$ cat src/rtl/fwup_pkg.sv
package fwup_pkg;

  typedef enum logic [3:0] {
    ST_APP_IDLE   = 4'd0,
    ST_APP_DETACH = 4'd1,
    ST_IDLE       = 4'd2,
    ST_DL_SYNC    = 4'd3,
    ST_DL_BUSY    = 4'd4,
    ST_DL_IDLE    = 4'd5,
    ST_MF_SYNC    = 4'd6,
    ST_MANIFEST   = 4'd7,
    ST_MF_WAITRST = 4'd8,
    ST_ERROR      = 4'd10
  } fw_state_e;

  typedef enum logic [2:0] {
    RQ_DETACH = 3'd0,
    RQ_DNLOAD = 3'd1,
    RQ_STATUS = 3'd2,
    RQ_CLEAR  = 3'd3,
    RQ_ABORT  = 3'd4
  } fw_req_e;

  localparam logic [3:0] ERR_NONE  = 4'd0;
  localparam logic [3:0] ERR_LEN   = 4'd1;
  localparam logic [3:0] ERR_STALL = 4'd2;
  localparam logic [3:0] ERR_PROG  = 4'd3;
  localparam logic [3:0] ERR_MANIF = 4'd4;

  // Block length above the allowed maximum
  function automatic logic len_too_long(input int unsigned len, input int unsigned max_len);
    return len > max_len;
  endfunction

  // Block length of zero (end-of-image marker)
  function automatic logic len_is_zero(input int unsigned len);
    return len == 0;
  endfunction

endpackage

$ cat src/rtl/fwup_len_check.sv
module fwup_len_check #(
  parameter int LEN_W     = 16,
  parameter int MAX_BLOCK = 2048
) (
  input  logic [LEN_W-1:0] len,
  output logic             len_zero,
  output logic             len_over
);
  import fwup_pkg::*;
  localparam int unsigned MAX_U = MAX_BLOCK;

  always_comb begin
    len_zero = len_is_zero(32'(len));
    len_over = len_too_long(32'(len), MAX_U);
  end
endmodule

$ cat src/rtl/fwup_blk_track.sv
module fwup_blk_track (
  input  logic clk,
  input  logic rst_n,
  input  logic clr,
  input  logic prog_done,
  output logic done_any
);
  logic blk_done_q;

  always_ff @(posedge clk or negedge rst_n) begin
    if (!rst_n)        blk_done_q <= 1'b0;
    else if (clr)      blk_done_q <= 1'b0;
    else if (prog_done) blk_done_q <= 1'b1;
  end

  assign done_any = blk_done_q | prog_done;
endmodule

$ cat src/rtl/fwup_next.sv
module fwup_next #(
  parameter bit MANIF_TOLERANT = 1'b0
) (
  input  fwup_pkg::fw_state_e cur,
  input  logic [3:0]          err,
  input  logic                req_valid,
  input  logic [2:0]          req_kind,
  input  logic                len_zero,
  input  logic                len_over,
  input  logic                bus_reset,
  input  logic                done_any,
  input  logic                prog_err,
  input  logic                manif_done,
  input  logic                manif_err,
  output fwup_pkg::fw_state_e nxt,
  output logic [3:0]          nxt_err,
  output logic                fire_prog,
  output logic                fire_manif,
  output logic                fire_reply
);
  import fwup_pkg::*;

  logic is_status, is_dnload;

  always_comb begin
    is_status = (req_kind == RQ_STATUS);
    is_dnload = (req_kind == RQ_DNLOAD);
    nxt        = cur;
    nxt_err    = err;
    fire_prog  = 1'b0;
    fire_manif = 1'b0;
    fire_reply = 1'b0;

    if (bus_reset && cur == ST_APP_DETACH) begin
      nxt = ST_IDLE;
    end else if (bus_reset && cur == ST_MF_WAITRST) begin
      nxt = ST_APP_IDLE;
    end else if (prog_err && (cur == ST_DL_SYNC || cur == ST_DL_BUSY)) begin
      nxt = ST_ERROR; nxt_err = ERR_PROG;
    end else if (manif_err && cur == ST_MANIFEST) begin
      nxt = ST_ERROR; nxt_err = ERR_MANIF;
    end else if (req_valid) begin
      fire_reply = is_status;
      // Default for any request not listed as legal below
      if (cur != ST_ERROR) begin
        nxt = ST_ERROR; nxt_err = ERR_STALL;
      end
      unique case (cur)
        ST_APP_IDLE: begin
          if (req_kind == RQ_DETACH) begin nxt = ST_APP_DETACH; nxt_err = err; end
          else if (is_status)        begin nxt = cur; nxt_err = err; end
        end
        ST_APP_DETACH, ST_MF_WAITRST: begin
          if (is_status) begin nxt = cur; nxt_err = err; end
        end
        ST_IDLE, ST_DL_IDLE: begin
          if (is_dnload) begin
            if (len_over || (len_zero && cur == ST_IDLE)) begin
              nxt_err = ERR_LEN;
            end else if (len_zero) begin
              nxt = ST_MF_SYNC; nxt_err = err;
            end else begin
              nxt = ST_DL_SYNC; nxt_err = err; fire_prog = 1'b1;
            end
          end else if (req_kind == RQ_ABORT) begin
            nxt = ST_IDLE; nxt_err = err;
          end else if (is_status) begin
            nxt = cur; nxt_err = err;
          end
        end
        ST_DL_SYNC: begin
          if (is_status) begin
            nxt = done_any ? ST_DL_IDLE : ST_DL_BUSY; nxt_err = err;
          end
        end
        ST_MF_SYNC: begin
          if (is_status) begin
            nxt = ST_MANIFEST; nxt_err = err; fire_manif = 1'b1;
          end
        end
        ST_ERROR: begin
          if (req_kind == RQ_CLEAR) begin nxt = ST_IDLE; nxt_err = ERR_NONE; end
        end
        default: ;
      endcase
    end else if (cur == ST_DL_BUSY && done_any) begin
      nxt = ST_DL_SYNC;
    end else if (cur == ST_MANIFEST && manif_done) begin
      nxt = MANIF_TOLERANT ? ST_IDLE : ST_MF_WAITRST;
    end
  end
endmodule

$ cat src/rtl/fwup_ctrl.sv
module fwup_ctrl #(
  parameter int LEN_W          = 16,
  parameter int MAX_BLOCK      = 2048,
  parameter bit MANIF_TOLERANT = 1'b0
) (
  input  logic             clk,
  input  logic             rst_n,
  input  logic             req_valid,
  input  logic [2:0]       req_kind,
  input  logic [LEN_W-1:0] req_len,
  input  logic             bus_reset,
  input  logic             prog_done,
  input  logic             prog_err,
  input  logic             manif_done,
  input  logic             manif_err,
  output logic [3:0]       state_code,
  output logic [3:0]       err_code,
  output logic             prog_start,
  output logic             manif_start,
  output logic             reply_valid,
  output logic [3:0]       reply_state,
  output logic [3:0]       reply_err
);
  import fwup_pkg::*;

  fw_state_e  state_q, state_d;
  logic [3:0] err_q, err_d;
  logic       len_zero, len_over, done_any;
  logic       fire_prog, fire_manif, fire_reply;

  fwup_len_check #(.LEN_W(LEN_W), .MAX_BLOCK(MAX_BLOCK)) u_len (
    .len(req_len), .len_zero(len_zero), .len_over(len_over)
  );

  fwup_blk_track u_blk (
    .clk(clk), .rst_n(rst_n), .clr(fire_prog), .prog_done(prog_done), .done_any(done_any)
  );

  fwup_next #(.MANIF_TOLERANT(MANIF_TOLERANT)) u_next (
    .cur(state_q), .err(err_q), .req_valid(req_valid), .req_kind(req_kind),
    .len_zero(len_zero), .len_over(len_over), .bus_reset(bus_reset),
    .done_any(done_any), .prog_err(prog_err), .manif_done(manif_done),
    .manif_err(manif_err), .nxt(state_d), .nxt_err(err_d),
    .fire_prog(fire_prog), .fire_manif(fire_manif), .fire_reply(fire_reply)
  );

  always_ff @(posedge clk or negedge rst_n) begin
    if (!rst_n) begin
      state_q     <= ST_APP_IDLE;
      err_q       <= ERR_NONE;
      prog_start  <= 1'b0;
      manif_start <= 1'b0;
      reply_valid <= 1'b0;
      reply_state <= 4'd0;
      reply_err   <= 4'd0;
    end else begin
      state_q     <= state_d;
      err_q       <= err_d;
      prog_start  <= fire_prog;
      manif_start <= fire_manif;
      reply_valid <= fire_reply;
      if (fire_reply) begin
        reply_state <= state_d;
        reply_err   <= err_d;
      end
    end
  end

  assign state_code = state_q;
  assign err_code   = err_q;
endmodule

$ cat config.mk
export PLATFORM = sky130hd
export DESIGN_NAME = fwup_ctrl
export DESIGN_NICKNAME = d
export VERILOG_FILES = /design/src/rtl/fwup_pkg.sv /design/src/rtl/fwup_len_check.sv /design/src/rtl/fwup_blk_track.sv /design/src/rtl/fwup_next.sv /design/src/rtl/fwup_ctrl.sv
export SDC_FILE = /design/constraint.sdc
export NUM_CORES = 1
export LEC_CHECK = 0
export BUFFER_PORTS_ARGS = -buffer_cell sky130_fd_sc_hd__buf_2
export CELL_PAD_IN_SITES_DETAIL_PLACEMENT = 1
export CELL_PAD_IN_SITES_GLOBAL_PLACEMENT = 2
export CORE_MARGIN = 3
export CORE_UTILIZATION = 31
export CTS_CLUSTER_DIAMETER = 120
export DETAILED_ROUTE_END_ITERATION = 6
export MAX_ROUTING_LAYER = met4
export PLACE_DENSITY = 0.9
export SYNTH_ARGS = -nofsm -noshare
export SYNTH_HDL_FRONTEND = slang
export SYNTH_HIERARCHICAL = 1
export SYNTH_SLANG_ARGS = --single-unit
$ cat constraint.sdc
create_clock -name clk -period 2.6 [get_ports clk]
set_clock_uncertainty 0.05 [all_clocks]
set_input_delay 0.39 -clock clk [delete_from_list [all_inputs] [get_ports clk]]
set_output_delay 0.39 -clock clk [all_outputs]
set_load 0.02 [all_outputs]
==> impl_results.md, run 1 <==
* Hpwl dp at 3920 um
* Rows at 26
* GPL Wtd Cong at 0.836
* Most frequent cells in the layout: 45 x buf_2, 20 x dfrtp_1, 14 x nor2_1
* Total global-route track usage at 16.9%
* Max-slew headroom at 58.3%
* Fin cells at 296
* Yosys reg bits at 20
* Clk sinks at 20
* # hold bufs at CTS at 0
* Ant. Diodes at 0
* Initial core utilization at 32.3%
* Fin crit period at 2370 ps
* TritonCTS buffer count at 3
* Seq/Total Area, Yosys at 30.0%
* Most common cell after layout, fill and taps aside: buf_2
* Run status: finished, final reports clean
* Clk pin slew, worst setup/hold paths at 70 ps
* ANT nets after route at 0
* GRT overflow at 0
* Routed vias at 1616
* Vias in the first global route at 1607
* Placed Area at 1980 um^2
* PD cells at 836 nW/um^2
* Tcrit/Tclk final at 91.0%
* Die Y-Extent at 79.4 um
* Synth Flop Type: dfrtp_1
* Syn Area/Cell at 9.23 um^2
* Worst-path fanout max at 15
* Synthesized Nets at 208
* Antenna violations before repair at 0
* Final Max Slew Viols at 0
* Worst path max stage delay at 520 ps
* Area Growth Syn to Fin at 20.7%
* Max Root-Sink Buffers at 2
* Mapped Area at 1670 um^2
* Post-Route WL at 4980 um
* CP Cell Sequence: buf_4, nor2_1, a31oi_1, or2_2, a21oi_1, o21ai_0, mux2_4
* Critical Path Source Type: register
* Post-synth top area cell: dfrtp_1
* Fillcell total at 617
* Crit path required time at 2690 ps
* Max Cap Viol at 0
* TNS Setup at 0 ps
* Worst VDD drop at 0.334 mV
* Port Buffer Count at 45
* Reg-to-reg startpoint: state_code[2]
* Ys async rst share at 100%
* Reg-to-Reg End: reply_err[3]
* Clk root buf: clkbuf_8
* H-tree depth at 1
* Final hold violation count at 0
* Worst-case reg-to-reg path depth at 7
* DR iter-0 viols at 180
* CTS tree: built
* Synth unique cells at 63
* Largest net degree at the start of global routing at 22
* IO Pins at 46
* WL per Instance at 16.8 um
* Storage element area at 500 um^2
* Die footprint at 6310 um^2
* Placed insts at 293
* Critical path data arrival time at 2460 ps
* Vias/cell at 5.46
* Final setup fails at 0
* Pwr Total at 1.69 mW
* CP Capture Type: register
* Max stage delay cell, worst path: dfrtp_1
* Critical path class: register to register
* Fmax at 423 MHz
* RSZ-0062 raised after global routing: false
* NumNets Final at 255
* Pleak at 0.890 nW
* Multi-input combinational cell area at 1040 um^2
* Leading post-synthesis cells by cell area: dfrtp_1 30%, mux2_4 7.2%, a21oi_1 3.3%, nor2_1 3.1%, nand2b_1 3.0%
* Pre-antenna DRT Iters at 4
* Mapped Cells at 181
* Warnings, synthesis at 6
* First-pass GRT wire length at 8200 um
* Clk Latency, worst-skew pair at 260 ps
* Number of gates resized after cts at 0
* HP Class: primary input to asynchronous set/reset pin
* FF-to-FF setup slack at 230 ps
* Yosys top cell area share at 30.0%
* Post-CTS Repair Setup Buffers at 0
* Fin Hold WS at 18.7 ps
* Least-Margin Pin Slew at 621 ps
* Layout cell share with drive strength beyond 1 at 35.8%
* Final instance area at 2020 um^2
* Die width at 79.4 um
* CORE AREA at 5170 um^2
* Post-synth EDFFs at 0
* DRC Markers at 0
[state kept, by name (all words and copies together), names as in the netlist]
name              count
reply_state           4
prog_start            1
u_blk/blk_done_q      1
manif_start           1
state_code            4
err_code              4
reply_err             4
reply_valid           1
[worst max path at each step]
| stage | start | end | slack [ps] | cells past startpoint |
|---|---|---|---|---|
| floorplan | state_code[0] | reply_err[0] | 500 | 7 |
| global placement | state_code[3] | reply_err[3] | 240 | 7 |
| detailed placement | req_len[12] | reply_err[3] | 220 | 9 |
| CTS | state_code[3] | reply_err[3] | 220 | 7 |
| global route | state_code[3] | reply_err[2] | 70 | 7 |
| finish | state_code[2] | reply_err[3] | 230 | 7 |
[through the flow]
step / utilization (%) / worst slack, ps
3_3_place_gp: 38.2 / 238
6_report: 39.0 / 235
2_1_floorplan: - / 498
3_5_place_dp: 38.2 / 223
4_1_cts: 39.0 / 218
5_1_grt: 39.0 / 74.2
[synthesized netlist by cell type (4+ instances only)]
library cell and count:
nor2b_1 4, a31oi_1 4, nor3_1 5, inv_1 6, buf_6 4, a211oi_1 4, o21ai_0 7, nor4_1 5
mux2_4 8, and2_1 4, a21oi_1 11, dfrtp_1 20, nand2_1 7, buf_4 6, nand2b_1 8, nor2_1 14
[power breakdown]
| part | switching, mW | internal (mW) | leakage (nW) |
|---|---|---|---|
| Sequential | 0.115 | 0.387 | 0.254 |
| Clock | 0.0952 | 0.103 | 0.0216 |
| Combinational | 0.541 | 0.445 | 0.615 |
[logic make-up after synthesis]
family	after synthesis	synth area share (%)
xor gates and xnor gates	2	1.05
muxes	10	8.46
and+or+nand+nor	76	27.6
DFF	20	30.0
buffers and inverters	19	7.79
AOI/OAI and AO/OA	54	25.1
[final cells by class]
type	instances	share of cell area, %
multi-input cells	142	51.6
flip-flops and latches	20	24.8
repair buffers	55	16.1
well taps	70	4.34
clock buffers	3	2.05
inverters	6	1.12
[worst max-delay path: cells and delay by family, from the launching register on]
kind	cells	cell delay, ps
AND/OR/NAND/NOR	2	590
AO/OA/AOI/OAI	3	550
flip-flops	1	520
multiplexers	1	270
buffers and inverters	1	260
[per-layer routing]
metal	wire [um]	vias up	share of wire (%)	track usage, %
met5	0	-	0	-
met4	17	0	0.34	1.72
met3	249	2	5.0	3.27
met2	2430	48	49	26.5
met1	2280	787	46	23.5
li1	-	779	-	-
No activity file was read; power rests on OpenSTA's default activity.
==> run 2: changes to the inputs <==
--- a/config.mk
+++ b/config.mk
@@ -14,6 +14,8 @@
 export DETAILED_ROUTE_END_ITERATION = 6
 export MAX_ROUTING_LAYER = met4
 export PLACE_DENSITY = 0.9
+export SETUP_SLACK_MARGIN = 0.5
+export SKIP_CTS_REPAIR_TIMING = 1
 export SYNTH_ARGS = -nofsm -noshare
 export SYNTH_HDL_FRONTEND = slang
 export SYNTH_HIERARCHICAL = 1
==> run 2 against run 1 <==
Compared with the run above:
- setup slack better by 180 ps
- clock power increased by 18%
- critical path depth grew 1
- maximum frequency up 8.1%
- utilization up 5.8 points
- die area did not move
- critical path type unchanged
- highest routed layer unchanged
==> impl_results.md, run 2 (synthesized netlist as in run 1, its figures left out) <==
* Least-Margin Pin Slew at 469 ps (-153 ps)
* Critical path data arrival time at 2280 ps (-180 ps)
* Fillcell total at 623 (+0.97%)
* Most frequent cells in the layout: 46 x buf_2, 28 x buf_4, 16 x dfrtp_1
* Antenna violations before repair at 0 (unchanged)
* Clk sinks at 20 (unchanged)
* H-tree depth at 1 (unchanged)
* Max layer used: met4
* Final hold violation count at 0 (unchanged)
* Die Y-Extent at 79.4 um (unchanged)
* Pre-antenna DRT Iters at 4 (unchanged)
* IO Pins at 46 (unchanged)
* Pleak at 1.01 nW (+13%)
* RSZ-0062 raised after global routing: true
* Max stage delay cell, worst path: dfrtp_4
* Final Max Slew Viols at 0 (unchanged)
* NumNets Final at 276 (+8.2%)
* M1 wire length at 2550 um (+12%)
* CTS tree: built
* CORE AREA at 5170 um^2 (unchanged)
* Fmax at 457 MHz (+8.1%)
* Met3 wire length at 223 um (-10%)
* Layout cell share with drive strength beyond 1 at 50.0% (+14 points)
* Rows at 26 (unchanged)
* Max Cap Viol at 0 (unchanged)
* Hpwl dp at 4040 um (+2.9%)
* TritonCTS buffer count at 3 (unchanged)
* Worst-path fanout max at 6 (-9)
* Clk pin slew, worst setup/hold paths at 70 ps (about the same)
* Final setup fails at 0 (unchanged)
* GPL Wtd Cong at 0.831 (-0.63%)
* Worst VDD drop at 0.333 mV (-0.46%)
* CP Cell Sequence: buf_4, buf_4, nor3b_1, o32a_1, nor4_4, nand3_1, o311a_1, mux2_4
* Critical path class: register to register
* Clk root buf: clkbuf_8
* Routed vias at 1789 (+11%)
* Critical Path Source Type: register
* Most common cell after layout, fill and taps aside: buf_2
* CP Capture Type: register
* Crit path required time at 2690 ps (about the same)
* Largest net degree at the start of global routing at 26 (+18%)
* ANT nets after route at 0 (unchanged)
* Run status: finished, final reports clean
* Post-Route WL at 5940 um (+19%)
* WL per Instance at 18.7 um (+11%)
* Met2 WL post-DR at 3070 um (+26%)
* Placed Area at 1990 um^2 (+0.70%)
* Final instance area at 2320 um^2 (+15%)
* Max Root-Sink Buffers at 2 (unchanged)
* First-pass GRT wire length at 8370 um (+2.0%)
* Clk Latency, worst-skew pair at 260 ps (about the same)
* Ant. Diodes at 0 (unchanged)
* Max-slew headroom at 68.8% (+10 points)
* Most common cell on crit path: buf_4
* TNS Setup at 0 ps (unchanged)
* PD cells at 875 nW/um^2 (+4.6%)
* Tcrit/Tclk final at 84.2% (-6.8 points)
* DRC Markers at 0 (unchanged)
* HP Class: primary input to asynchronous set/reset pin
* Die width at 79.4 um (unchanged)
* GRT overflow at 0 (unchanged)
* Die footprint at 6310 um^2 (unchanged)
* Total global-route track usage at 17.1% (+0.16 points)
* Worst path max stage delay at 520 ps (about the same)
* DR iter-0 viols at 87 (-52%)
* Initial core utilization at 32.3% (unchanged)
* Vias/cell at 5.63 (+3.0%)
* Vias in the first global route at 1662 (+3.4%)
* Fin crit period at 2190 ps (-176 ps)
* Port Buffer Count at 45 (unchanged)
* Area Growth Syn to Fin at 38.7%
-- run 2: worst paths after layout --
check                              start               end  slack [ps]  depth (start not counted)
setup / recovery           state_code[0]      reply_err[1]         410                          8
min in group clk               prog_done  u_blk/blk_done_q         340                          2
setup reg to reg           state_code[0]      reply_err[1]         410                          8
max in group asynchronous          rst_n     state_code[0]        2120                          1
hold reg to reg             reply_err[3]      reply_err[3]         470                          1
hold / removal                     rst_n        prog_start          20                          1
-- run 2: where the power goes --
group / internal, mW / switching, mW / total (mW)
clock: 0.135 / 0.0996 / 0.234
sequential: 0.394 / 0.0982 / 0.492
combinational: 0.606 / 0.693 / 1.30
-- run 2: critical path: cells and delay by family (launching register included) --
| kind | cells | cell delay, ps |
|---|---|---|
| compound gates | 2 | 530 |
| flops | 1 | 520 |
| simple gates | 3 | 420 |
| buf+inv | 2 | 280 |
| mux | 1 | 260 |
-- run 2: per-stage QoR --
step / setup WS, ps / utilization (%) / hold WS (ps) / instances / power (mW)
after floorplan: 513 / - / 44.4 / 181 / 1.21
after global placement: 245 / 38.5 / 309 / 298 / 1.47
after detailed placement: 189 / 38.5 / 325 / 298 / 1.49
after CTS: 229 / 39.5 / 28.8 / 302 / 1.74
after global routing: 323 / 44.8 / 46.4 / 318 / 2.16
final: 411 / 44.8 / 24.0 / 318 / 2.03
-- run 2: final cells by class --
type	count	area (um^2)	share of cell area, %
Multi-Input combinational cell	142	1180	50.8
Sequential cell	20	510	22.0
Timing Repair Buffer	76	463	20.0
Tap cell	70	87.6	3.78
Clock buffer	4	55.1	2.38
Inverter	6	22.5	0.972
-- run 2: metal layers --
metal	up-vias	GRT usage [%]
li1	827	-
met1	900	22.6
met2	54	27.7
met3	8	1.92
met4	0	4.81
met5	-	-
==> run 3: changes to the inputs <==
--- a/config.mk
+++ b/config.mk
@@ -9,11 +9,11 @@
 export CELL_PAD_IN_SITES_DETAIL_PLACEMENT = 1
 export CELL_PAD_IN_SITES_GLOBAL_PLACEMENT = 2
 export CORE_MARGIN = 3
-export CORE_UTILIZATION = 31
+export CORE_UTILIZATION = 28
 export CTS_CLUSTER_DIAMETER = 120
 export DETAILED_ROUTE_END_ITERATION = 6
 export MAX_ROUTING_LAYER = met4
-export PLACE_DENSITY = 0.9
+export PLACE_DENSITY = 0.87
 export SETUP_SLACK_MARGIN = 0.5
 export SKIP_CTS_REPAIR_TIMING = 1
 export SYNTH_ARGS = -nofsm -noshare
==> constraint.sdc (replaced) <==
create_clock -name clk -period 1.9 [get_ports clk]
set_clock_uncertainty 0.05 [all_clocks]
set_input_delay 0.285 -clock clk [delete_from_list [all_inputs] [get_ports clk]]
set_output_delay 0.285 -clock clk [all_outputs]
set_load 0.02 [all_outputs]
==> run 3 against run 2 <==
Compared with the run above:
- critical endpoint unchanged
- worst hold slack better by 200 ps
- global-route usage down 0.74 points
- maximum frequency increased by 0.42%
- setup slack worse by 690 ps
- combinational power up 69%
- cell count is 12% higher
- register-to-register slack lost 690 ps
- the flow now finishes with violations (negative setup slack)
- routed wire length rose by 9.3%
- non-clock buffer count is 37 higher
- via count increased by 7.5%
- sequential power increased by 36%
==> impl_results.md, run 3 (synthesized netlist as in run 1, its figures left out) <==
* DRC Markers at 0 (unchanged)
* Clk root buf: clkbuf_8
* Met3 Track Usage GR at 2.08% (+0.16 points)
* Clock power share at 12.8% (+1.2 points)
* Vias/cell at 5.39 (-4.2%)
* Worst-path fanout max at 7 (+1)
* CP Cell Sequence: buf_6, buf_4, buf_4, nor4b_2, o32a_1, nor4_2, nand3_1, o311a_1, mux2_4
* PD cells at 1210 nW/um^2 (+38%)
* Largest net degree at the start of global routing at 21 (-19%)
* Port Buffer Count at 45 (unchanged)
* Worst path max stage delay at 470 ps (-50 ps)
* Run status: finished, violations left
* Tcrit/Tclk final at 115% (+31 points)
* CP Capture Type: register
* Sw Share at 40.2% (-3.8 points)
* ANT nets after route at 0 (unchanged)
* Flop pwr share at 20.3% (-4.0 points)
* Clk pin slew, worst setup/hold paths at 80 ps (about the same)
* Rows at 27 (+3.8%)
* CTS tree: built
* Die width at 83.2 um (+4.8%)
* Grt peak-use layer: met2
* HP Class: primary input to register
* Pre-antenna DRT Iters at 4 (unchanged)
* Max stage delay cell, worst path: dfrtp_2
* Antenna violations before repair at 0 (unchanged)
* CORE AREA at 5640 um^2 (+9.1%)
* Routed vias at 1924 (+7.5%)
* Final Max Slew Viols at 0 (unchanged)
* Pint at 1.97 mW (+74%)
* Crit-path leading delay family: flip-flops
* Max-slew headroom at 69.7% (+0.97 points)
* Final setup fails at 11 (+11)
* Combinational power share at 66.9% (+2.8 points)
* Multi-input combinational cell area at 1200 um^2 (+2.0%)
* Most common cell after layout, fill and taps aside: buf_4
* Initial core utilization at 29.6% (-2.7 points)
* Max Cap Viol at 0 (unchanged)
* IO Pins at 46 (unchanged)
* TritonCTS buffer count at 3 (unchanged)
* Total global-route track usage at 16.3% (-0.74 points)
* GRT overflow at 0 (unchanged)
* Worst Path Buf+Inv at 3 (+1)
* Pwr Total at 3.29 mW (+63%)
* Pleak at 1.23 nW (+22%)
* Die Y-Extent at 83.2 um (+4.8%)
* Least-Margin Pin Slew at 454 ps (-14.6 ps)
* Area Growth Syn to Fin at 63.2%
* Most frequent cells in the layout: 50 x buf_4, 41 x buf_2, 20 x buf_6
* Placed Area at 2340 um^2 (+18%)
* Met2 usage at 28.1% (+0.37 points)
* RSZ-0062 raised after global routing: true
* WL per Instance at 18.2 um (-2.6%)
* Most common cell on crit path: buf_4
* Fillcell total at 658 (+5.6%)
* H-tree depth at 1 (unchanged)
* Crit path required time at 1990 ps (-700 ps)
* Post-Route WL at 6500 um (+9.3%)
* Crit path setup slack, layout at -280 ps (-691 ps)
* Hpwl dp at 4570 um (+13%)
* Worst VDD drop at 0.881 mV (+160%)
* Critical path class: register to register
* Fmax at 459 MHz (+0.42%)
* Critical Path Source Type: register
* Grt met1 use at 21.5% (-1.1 points)
* Clk sinks at 20 (unchanged)
* Storage element area at 505 um^2 (-0.98%)
* Vias in the first global route at 1913 (+15%)
* Ant. Diodes at 0 (unchanged)
* Final instance area at 2730 um^2 (+18%)
* NumNets Final at 313 (+13%)
* GPL Wtd Cong at 0.849 (+2.2%)
* First-pass GRT wire length at 9300 um (+11%)
* Fin crit period at 2180 ps (-9.19 ps)
* P_sw at 1.32 mW (+49%)
* DR iter-0 viols at 54 (-38%)
* Final hold violation count at 0 (unchanged)
* Max Root-Sink Buffers at 2 (unchanged)
* Die footprint at 6930 um^2 (+9.9%)
* Critical path data arrival time at 2270 ps (about the same)
* Clk Latency, worst-skew pair at 260 ps (about the same)
* Layout cell share with drive strength beyond 1 at 57.9% (+7.9 points)
* Failing checks: negative setup slack
* Fin Hold WS at 222 ps (+198 ps)
-- run 3: cell types whose count changed in the layout (fill, tap and decap cells not counted), moves of 2 or more --
cell      change
buf_2         -5
nand2_2       +2
dfrtp_4       -2
nand2b_4      +2
nor3_2        -2
buf_4        +22
nand2_1       -2
buf_6        +18
nor3_1        +3
dfrtp_2       +2
-- run 3: power by group through the flow --
| stage | Clock, mW | Combinational [mW] | Sequential (mW) |
|---|---|---|---|
| 2_1_floorplan | 0 | 0.979 | 0.748 |
| 3_3_place_gp | 0 | 1.67 | 0.685 |
| 3_5_place_dp | 0 | 1.71 | 0.686 |
| 4_1_cts | 0.428 | 1.71 | 0.680 |
| 5_1_grt | 0.453 | 2.35 | 0.684 |
| 6_report | 0.423 | 2.20 | 0.668 |
-- run 3: metrics by stage --
step / instances / util (%) / worst slack, ps / TNS, ps
after floorplan: 181 / - / -103 / -823
after global placement: 338 / 41.5 / -262 / -1950
after detailed placement: 338 / 41.5 / -300 / -2500
after CTS: 342 / 42.8 / -268 / -1920
after global routing: 357 / 48.3 / -336 / -3070
final: 357 / 48.3 / -280 / -1810
-- run 3: metal layers --
layer  vias to the layer above  part of all wire [%]  wire [um]
li1                        898                     -          -
met1                       956                    44       2860
met2                        64                    51       3280
met3                         6                   4.3        277
met4                         0                   1.2         81
met5                         -                     0          0
-- run 3: final timing paths --
check | start | endpoint | slack, ps | cells after the start
max in group asynchronous | rst_n | state_code[1] | 1010 | 2
setup reg to reg | state_code[2] | reply_err[1] | -280 | 9
setup / recovery | state_code[2] | reply_err[1] | -280 | 9
min in group asynchronous | rst_n | reply_err[2] | 450 | 2
hold reg to reg | u_blk/blk_done_q | u_blk/blk_done_q | 460 | 1
hold / removal | prog_done | u_blk/blk_done_q | 220 | 2
-- run 3: final cells by class --
type | count | area share (%)
clock buffer | 3 | 1.51
clock inverter | 1 | 1.10
inverter | 6 | 0.826
multi-input combinational | 142 | 44.1
sequential | 20 | 18.5
tap | 72 | 3.30
timing repair buffer | 113 | 30.7
-- run 3: worst register-to-register path: stages, from the launching register on --
cell	delay [ps]
dfrtp_2	470
buf_6	160
buf_4	120
buf_4	120
nor4b_2	40
o32a_1	310
nor4_2	250
nand3_1	120
o311a_1	150
mux2_4	260
